$ cat config.mk
export PLATFORM = sky130hd
export DESIGN_NAME = evt_irq_ctrl
export DESIGN_NICKNAME = d
export VERILOG_FILES = /design/src/rtl/evt_irq_pkg.sv /design/src/rtl/evt_irq_status.sv /design/src/rtl/evt_irq_cfg.sv /design/src/rtl/evt_irq_out.sv /design/src/rtl/evt_irq_ctrl.sv
export SDC_FILE = /design/constraint.sdc
export NUM_CORES = 1
export LEC_CHECK = 0
export BUFFER_PORTS_ARGS = -buffer_cell sky130_fd_sc_hd__buf_2
export CORE_ASPECT_RATIO = 1.4
export CORE_MARGIN = 8
export CORE_UTILIZATION = 44
export CTS_BUF_LIST = sky130_fd_sc_hd__clkbuf_4
export DETAILED_ROUTE_END_ITERATION = 7
export GPL_ROUTABILITY_DRIVEN = 1
export PLACE_DENSITY = 0.86
export SLEW_MARGIN = 20
export SYNTH_ARGS = -nofsm -noshare
export SYNTH_HDL_FRONTEND = slang
export SYNTH_SLANG_ARGS = --single-unit
$ cat constraint.sdc
create_clock -name clk -period 2.1 [get_ports clk]
set_input_delay 0.42 -clock clk [delete_from_list [all_inputs] [get_ports clk]]
set_output_delay 0.42 -clock clk [all_outputs]
set_load 0.005 [all_outputs]
$ cat src/rtl/evt_irq_pkg.sv
package evt_irq_pkg;

   // register offsets (byte addresses)
   localparam int OFS_ENABLE = 'h08;
   localparam int OFS_VECTOR = 'h0C;
   localparam int OFS_STATUS = 'h10;
   localparam int OFS_CAPS   = 'h14;

   // enable word layout
   localparam int GLOBAL_BIT = 31;
   localparam int MODE_LSB   = 3;

   // event sources and their bit positions in enable/status words
   localparam int NUM_SRC = 4;
   localparam int SRC_POS [NUM_SRC] = '{0, 1, 2, 7};

   typedef enum logic [1:0] {
      STYLE_LVL_HI = 2'b00,
      STYLE_LVL_LO = 2'b01,
      STYLE_RISE   = 2'b10,
      STYLE_FALL   = 2'b11
   } irq_style_e;

endpackage

$ cat src/rtl/evt_irq_status.sv
module evt_irq_status
   import evt_irq_pkg::*;
#(
   parameter int NSRC = NUM_SRC
) (
   input  logic            clk,
   input  logic            rst_n,
   input  logic [NSRC-1:0] evt,
   input  logic [NSRC-1:0] clr,
   output logic [NSRC-1:0] sts
);

   if (NSRC < 1) begin : g_bad_nsrc
      $error("evt_irq_status: NSRC must be at least 1");
   end

   for (genvar g = 0; g < NSRC; g++) begin : g_bit
      // set has priority over clear so a coincident event is never lost
      always_ff @(posedge clk or negedge rst_n) begin
         if (!rst_n)
            sts[g] <= 1'b0;
         else if (evt[g])
            sts[g] <= 1'b1;
         else if (clr[g])
            sts[g] <= 1'b0;
      end


      evt_sets_chk: assert property (@(posedge clk) disable iff (!rst_n)
         evt[g] |=> sts[g]);


      clr_clears_chk: assert property (@(posedge clk) disable iff (!rst_n)
         (clr[g] && !evt[g]) |=> !sts[g]);


      sticky_hold_chk: assert property (@(posedge clk) disable iff (!rst_n)
         (sts[g] && !clr[g]) |=> sts[g]);
   end

endmodule

$ cat src/rtl/evt_irq_cfg.sv
module evt_irq_cfg
   import evt_irq_pkg::*;
#(
   parameter int NSRC      = NUM_SRC,
   parameter int VEC_W     = 8,
   parameter bit SUP_LO    = 1'b1,
   parameter bit SUP_RISE  = 1'b1,
   parameter bit SUP_FALL  = 1'b1
) (
   input  logic             clk,
   input  logic             rst_n,
   input  logic             en_wr,
   input  logic             vec_wr,
   input  logic [31:0]      wdata,
   output logic [NSRC-1:0]  src_en,
   output logic             glob_en,
   output irq_style_e       style,
   output logic [VEC_W-1:0] vec
);

   if (VEC_W < 1 || VEC_W > 8) begin : g_bad_vec
      $error("evt_irq_cfg: VEC_W must be 1..8");
   end

   function automatic logic style_built(input logic [1:0] s);
      case (s)
         STYLE_LVL_HI: return 1'b1;
         STYLE_LVL_LO: return SUP_LO;
         STYLE_RISE:   return SUP_RISE;
         default:      return SUP_FALL;
      endcase
   endfunction

   logic [1:0] style_req;
   logic       style_ok;
   logic       unused_wbits;

   assign style_req    = wdata[MODE_LSB +: 2];
   assign style_ok     = style_built(style_req);
   assign unused_wbits = ^{wdata[30:8], wdata[6:5]};

   for (genvar g = 0; g < NSRC; g++) begin : g_src
      always_ff @(posedge clk or negedge rst_n) begin
         if (!rst_n)
            src_en[g] <= 1'b0;
         else if (en_wr)
            src_en[g] <= wdata[SRC_POS[g]];
      end
   end

   always_ff @(posedge clk or negedge rst_n) begin
      if (!rst_n) begin
         glob_en <= 1'b0;
         style   <= STYLE_LVL_HI;
      end else if (en_wr) begin
         glob_en <= wdata[GLOBAL_BIT];
         if (style_ok)
            style <= irq_style_e'(style_req);
      end
   end

   always_ff @(posedge clk or negedge rst_n) begin
      if (!rst_n)
         vec <= '0;
      else if (vec_wr)
         vec <= wdata[VEC_W-1:0];
   end


   style_refuse_chk: assert property (@(posedge clk) disable iff (!rst_n)
      (en_wr && !style_ok) |=> $stable(style));


   style_legal_chk: assert property (@(posedge clk) disable iff (!rst_n)
      style_built(style));

endmodule

$ cat src/rtl/evt_irq_out.sv
module evt_irq_out
   import evt_irq_pkg::*;
#(
   parameter bit HAS_EDGE = 1'b1
) (
   input  logic       clk,
   input  logic       rst_n,
   input  logic       pending,
   input  irq_style_e style,
   output logic       irq
);

   logic pend_d;
   logic fresh;

   if (HAS_EDGE) begin : g_edge
      always_ff @(posedge clk or negedge rst_n) begin
         if (!rst_n)
            pend_d <= 1'b0;
         else
            pend_d <= pending;
      end
   end else begin : g_no_edge
      assign pend_d = 1'b1;
   end

   assign fresh = pending & ~pend_d;

   always_comb begin
      case (style)
         STYLE_LVL_HI: irq = pending;
         STYLE_LVL_LO: irq = ~pending;
         STYLE_RISE:   irq = fresh;
         default:      irq = ~fresh;
      endcase
   end


   rise_single_chk: assert property (@(posedge clk) disable iff (!rst_n)
      (style == STYLE_RISE && irq) |=> (!irq || style != STYLE_RISE));


   fall_single_chk: assert property (@(posedge clk) disable iff (!rst_n)
      (style == STYLE_FALL && !irq) |=> (irq || style != STYLE_FALL));

endmodule

$ cat src/rtl/evt_irq_ctrl.sv
module evt_irq_ctrl
   import evt_irq_pkg::*;
#(
   parameter int ADDR_W       = 8,
   parameter int VEC_W        = 8,
   parameter bit BURST_STATIC = 1'b1,
   parameter bit SUP_LVL_LO   = 1'b1,
   parameter bit SUP_RISE     = 1'b1,
   parameter bit SUP_FALL     = 1'b1
) (
   input  logic              clk,
   input  logic              rst_n,
   input  logic [ADDR_W-1:0] reg_addr,
   input  logic              reg_wr,
   input  logic [31:0]       reg_wdata,
   output logic [31:0]       reg_rdata,
   input  logic              ev_data_avail,
   input  logic              ev_sts_valid,
   input  logic              ev_loc_change,
   input  logic              ev_cmd_ready,
   output logic              irq_out
);

   if (ADDR_W < 5) begin : g_bad_addr
      $error("evt_irq_ctrl: ADDR_W must be at least 5");
   end

   localparam logic [31:0] CAPS_WORD =
        (BURST_STATIC ? 32'h100 : 32'h0)
      | 32'h080
      | (SUP_FALL     ? 32'h040 : 32'h0)
      | (SUP_RISE     ? 32'h020 : 32'h0)
      | (SUP_LVL_LO   ? 32'h010 : 32'h0)
      | 32'h008
      | 32'h007;
   localparam bit HAS_EDGE = SUP_RISE | SUP_FALL;

   logic               sel_en, sel_vec, sel_sts, sel_caps;
   logic [NUM_SRC-1:0] evt, clr, sts, src_en;
   logic               glob_en, pending;
   irq_style_e         style;
   logic [VEC_W-1:0]   vec;
   logic [31:0]        sts_word, en_word;

   assign sel_en   = (reg_addr == ADDR_W'(OFS_ENABLE));
   assign sel_vec  = (reg_addr == ADDR_W'(OFS_VECTOR));
   assign sel_sts  = (reg_addr == ADDR_W'(OFS_STATUS));
   assign sel_caps = (reg_addr == ADDR_W'(OFS_CAPS));

   assign evt = {ev_cmd_ready, ev_loc_change, ev_sts_valid, ev_data_avail};

   for (genvar g = 0; g < NUM_SRC; g++) begin : g_clr
      assign clr[g] = reg_wr & sel_sts & reg_wdata[SRC_POS[g]];
   end

   evt_irq_status #(.NSRC(NUM_SRC)) u_status (
      .clk   (clk),
      .rst_n (rst_n),
      .evt   (evt),
      .clr   (clr),
      .sts   (sts)
   );

   evt_irq_cfg #(
      .NSRC     (NUM_SRC),
      .VEC_W    (VEC_W),
      .SUP_LO   (SUP_LVL_LO),
      .SUP_RISE (SUP_RISE),
      .SUP_FALL (SUP_FALL)
   ) u_cfg (
      .clk     (clk),
      .rst_n   (rst_n),
      .en_wr   (reg_wr & sel_en),
      .vec_wr  (reg_wr & sel_vec),
      .wdata   (reg_wdata),
      .src_en  (src_en),
      .glob_en (glob_en),
      .style   (style),
      .vec     (vec)
   );

   assign pending = glob_en & (|(sts & src_en));

   evt_irq_out #(.HAS_EDGE(HAS_EDGE)) u_out (
      .clk     (clk),
      .rst_n   (rst_n),
      .pending (pending),
      .style   (style),
      .irq     (irq_out)
   );

   always_comb begin
      sts_word = '0;
      en_word  = '0;
      for (int i = 0; i < NUM_SRC; i++) begin
         sts_word[SRC_POS[i]] = sts[i];
         en_word[SRC_POS[i]]  = src_en[i];
      end
      en_word[GLOBAL_BIT]      = glob_en;
      en_word[MODE_LSB +: 2]   = style;
   end

   always_comb begin
      reg_rdata = '0;
      if (sel_en)   reg_rdata = en_word;
      if (sel_vec)  reg_rdata = 32'(vec);
      if (sel_sts)  reg_rdata = sts_word;
      if (sel_caps) reg_rdata = CAPS_WORD;
   end


   global_off_idle_chk: assert property (@(posedge clk) disable iff (!rst_n)
      !glob_en |-> (irq_out == (style == STYLE_LVL_LO || style == STYLE_FALL)));


   level_hi_follow_chk: assert property (@(posedge clk) disable iff (!rst_n)
      (style == STYLE_LVL_HI && glob_en && |(sts & src_en)) |-> irq_out);

endmodule

==> out/qor.txt <==
Outcome: finished, final reports clean
Via count: 1141
FF-to-FF path depth: 2
Synth Area in XOR/XNOR: 0.674%
Kind of critical path: in2out
Io pins: 80
Maxcap violations: 0
Period utilization: 99.5%
Placed Cells: 196
Crit. Startpoint: reg_addr[0]
Area Overhead vs Synth: 28.9%
Clock buffer depth: 2
Initial antenna violation count: 0
Port buffer count: 34
Worst VDD drop: 0.000406 V
Critical Path End Type: output port
Drt first pass iters: 4
Seq/Total Area, Yosys: 38.5%
Syn Area/Cell: 11.0 um^2
Post-synth top cells: buf_4 (23), dfrtp_1 (20), mux2_2 (15), and3_1 (6), or4b_2 (5)
Mapped Cells: 118
Largest cells by area after synthesis: dfrtp_1 (39%), buf_4 (13%), mux2_2 (13%), or4b_2 (3.9%), nor4b_2 (3.5%)
Initial core utilization: 45.6%
Clock Power Share: 26.0%
Final wirelength: 3830 um
Leak pwr: 0.000823 uW
CTS tree: done
Post-Synth Simple-Gate Area: 19.6%
Yosys reg bits: 20
Die width: 61.9 um
Clk sink count: 20
PwrDens: 439 mW/mm^2
Total CTS buffers: 3
Largest family of logic cells by synthesized area: simple AND/OR/NAND/NOR gates
Layout cells sized above 1: 53.0%
Crit path to: reg_rdata[7]
Switching Fraction: 27.8%
Total gr overflow: 0
RSZ-0062 raised after global routing: yes
Max Freq: 0.479 GHz
RR Startpoint: u_status.sts[1]
Worst Hold Class: in2async
Endpoints failing setup: 0
Vias in the first global route: 1124
Die Y: 80.3 um
Warnings, synthesis: 0
DR WL/cell: 18.7 um
Crit path DAT: 1.67 ns
H-tree levels: 1
CP max FO: 4
Synth async-reset ratio: 100%
Clock latency on the worst-skew pair: 0.31 ns
Final-report hold violation count: 0
Root Buffer: clkbuf_4
Area leader, netlist: dfrtp_1
Top_reg_cell synth: dfrtp_1
Internal power: 531 uW
Post-synth cell types: 28
Final HPWL DP: 2730 um
Die footprint: 0.00497 mm^2
Flop2flop setup slack: 1.14 ns
Core area: 0.00285 mm^2
Number of remaining DRC errors: 0
Adder-cell area share of the yosys netlist: 0%
Mux share of post-synthesis cell area: 13.0%
# rows: 23
Drt via density: 5.57
Final nets: 216
Yosys top cell area share: 38.5%
Clock transition at path regs: 0.11 ns
Post-route setup TNS: 0 ns
Final Max Tran Viols: 0
Crit start category: input pin
Global-route wire length before repair: 5240 um
Psw: 204 uW
Pin count of the biggest net entering global routing: 21
Syn Std Cell Area: 0.00130 mm^2
Placer Congestion: 0.920
Routed Antenna Nets: 0
Gate power share: 18.3%
DRT iter0 DRCs: 31
Number of flops mapped to enable cells by yosys: 0
Cts hold-fix bufs: 0
CP required: 1.68 ns
Final non-filler cell area: 0.00167 mm^2
Area post-placement: 0.00151 mm^2
GR Util All Layers: 13.7%
Total inserted antenna cells: 0
Compound-Gate Fraction of Synth Area: 13.1%
Most common cell in the netlist: buf_4
R2r endpoint: u_out.pend_d
Seq pwr share: 55.7%
Final cell count without fillers: 205
Setup Skew: 0.00334 ns
Final min period: 2.09 ns
-- registers in the layout, summed over array words and instances (netlist names) --
| signal | cells |
|---|---|
| u_cfg.vec | 8 |
| u_cfg.src_en | 4 |
| u_out.pend_d | 1 |
| u_cfg.style | 2 |
| u_cfg.glob_en | 1 |
| u_status.sts | 4 |
-- how the worst min path moves through the flow --
stage | cells past startpoint | slack (ns) | end
after floorplan | 0 | 0.12 | u_cfg.glob_en
final | 1 | 0.05 | u_cfg.vec[2]
after CTS | 1 | 0.04 | u_status.sts[0]
after detailed placement | 1 | 0.39 | u_status.sts[0]
after global placement | 1 | 0.37 | u_status.sts[1]
after global routing | 1 | 0.06 | u_cfg.src_en[0]
-- what timing repair did --
action / 4_1_cts / 5_1_grt
pin swaps: 1 / 9
setup buffers: 0 / 4
gates cloned: 0 / 1
hold endpoints to repair: 0 / 0
resized for setup: 5 / 19
setup endpoints to repair: 6 / 6
-- layout by cell type, fill, tap and decap left out, types with 6 or more instances in the layout --
master,count
and3_1,6
buf_2,32
buf_4,15
buf_6,6
conb_1,22
dfrtp_1,20
mux2_2,15
or4b_4,6
-- cell type report --
class / count / area, um^2
repair buffers: 53 / 340
multi-input cells: 91 / 761
clock buffers: 3 / 22.5
well taps: 37 / 46.3
fillers: 225 / 1170
clock inverters: 1 / 3.75
flip-flops and latches: 20 / 500
-- power groups by stage --
| stage | clock (uW) | sequential (uW) | combinational [uW] |
|---|---|---|---|
| 2_1_floorplan | 0 | 413 | 79.5 |
| 3_5_place_dp | 0 | 416 | 113 |
| 4_1_cts | 196 | 408 | 116 |
| 6_report | 191 | 409 | 135 |
| 3_3_place_gp | 0 | 415 | 106 |
| 5_1_grt | 209 | 410 | 145 |
-- critical path, cell delays in order --
cell     delay [ns]
buf_6          0.10
or4b_4         0.56
nor3_4         0.19
buf_6          0.13
a221o_1        0.15
buf_2          0.12
-- cell families after synthesis --
kind of cell           count (synthesis)
other                                  1
AND/OR/NAND/NOR                       31
AO/OA/AOI/OAI                         22
XOR/XNOR                               1
buffers and inverters                 28
flip-flops                            20
multiplexers                          15
-- metal layers --
layer | up-vias | GRT usage (%) | wire length [um] | share of wire, %
met5 | - | 0 | 0 | 0
met3 | 8 | 2.24 | 366 | 9.6
met4 | 0 | 7.78 | 61 | 1.6
li1 | 502 | - | - | -
met2 | 78 | 24.9 | 2120 | 55
met1 | 553 | 13.8 | 1280 | 33
-- through the flow --
step	hold WS, ns	total power (uW)	utilization (%)	worst slack, ns
floorplan	0.124	492	-	0.106
global placement	0.370	521	52.9	-0.0901
detailed placement	0.389	528	52.9	-0.116
CTS	0.0431	720	54.5	0.00362
global route	0.0624	764	58.8	-0.0419
finish	0.0451	735	58.8	0.0105
Note: power is estimated with default switching activity, not from simulation.
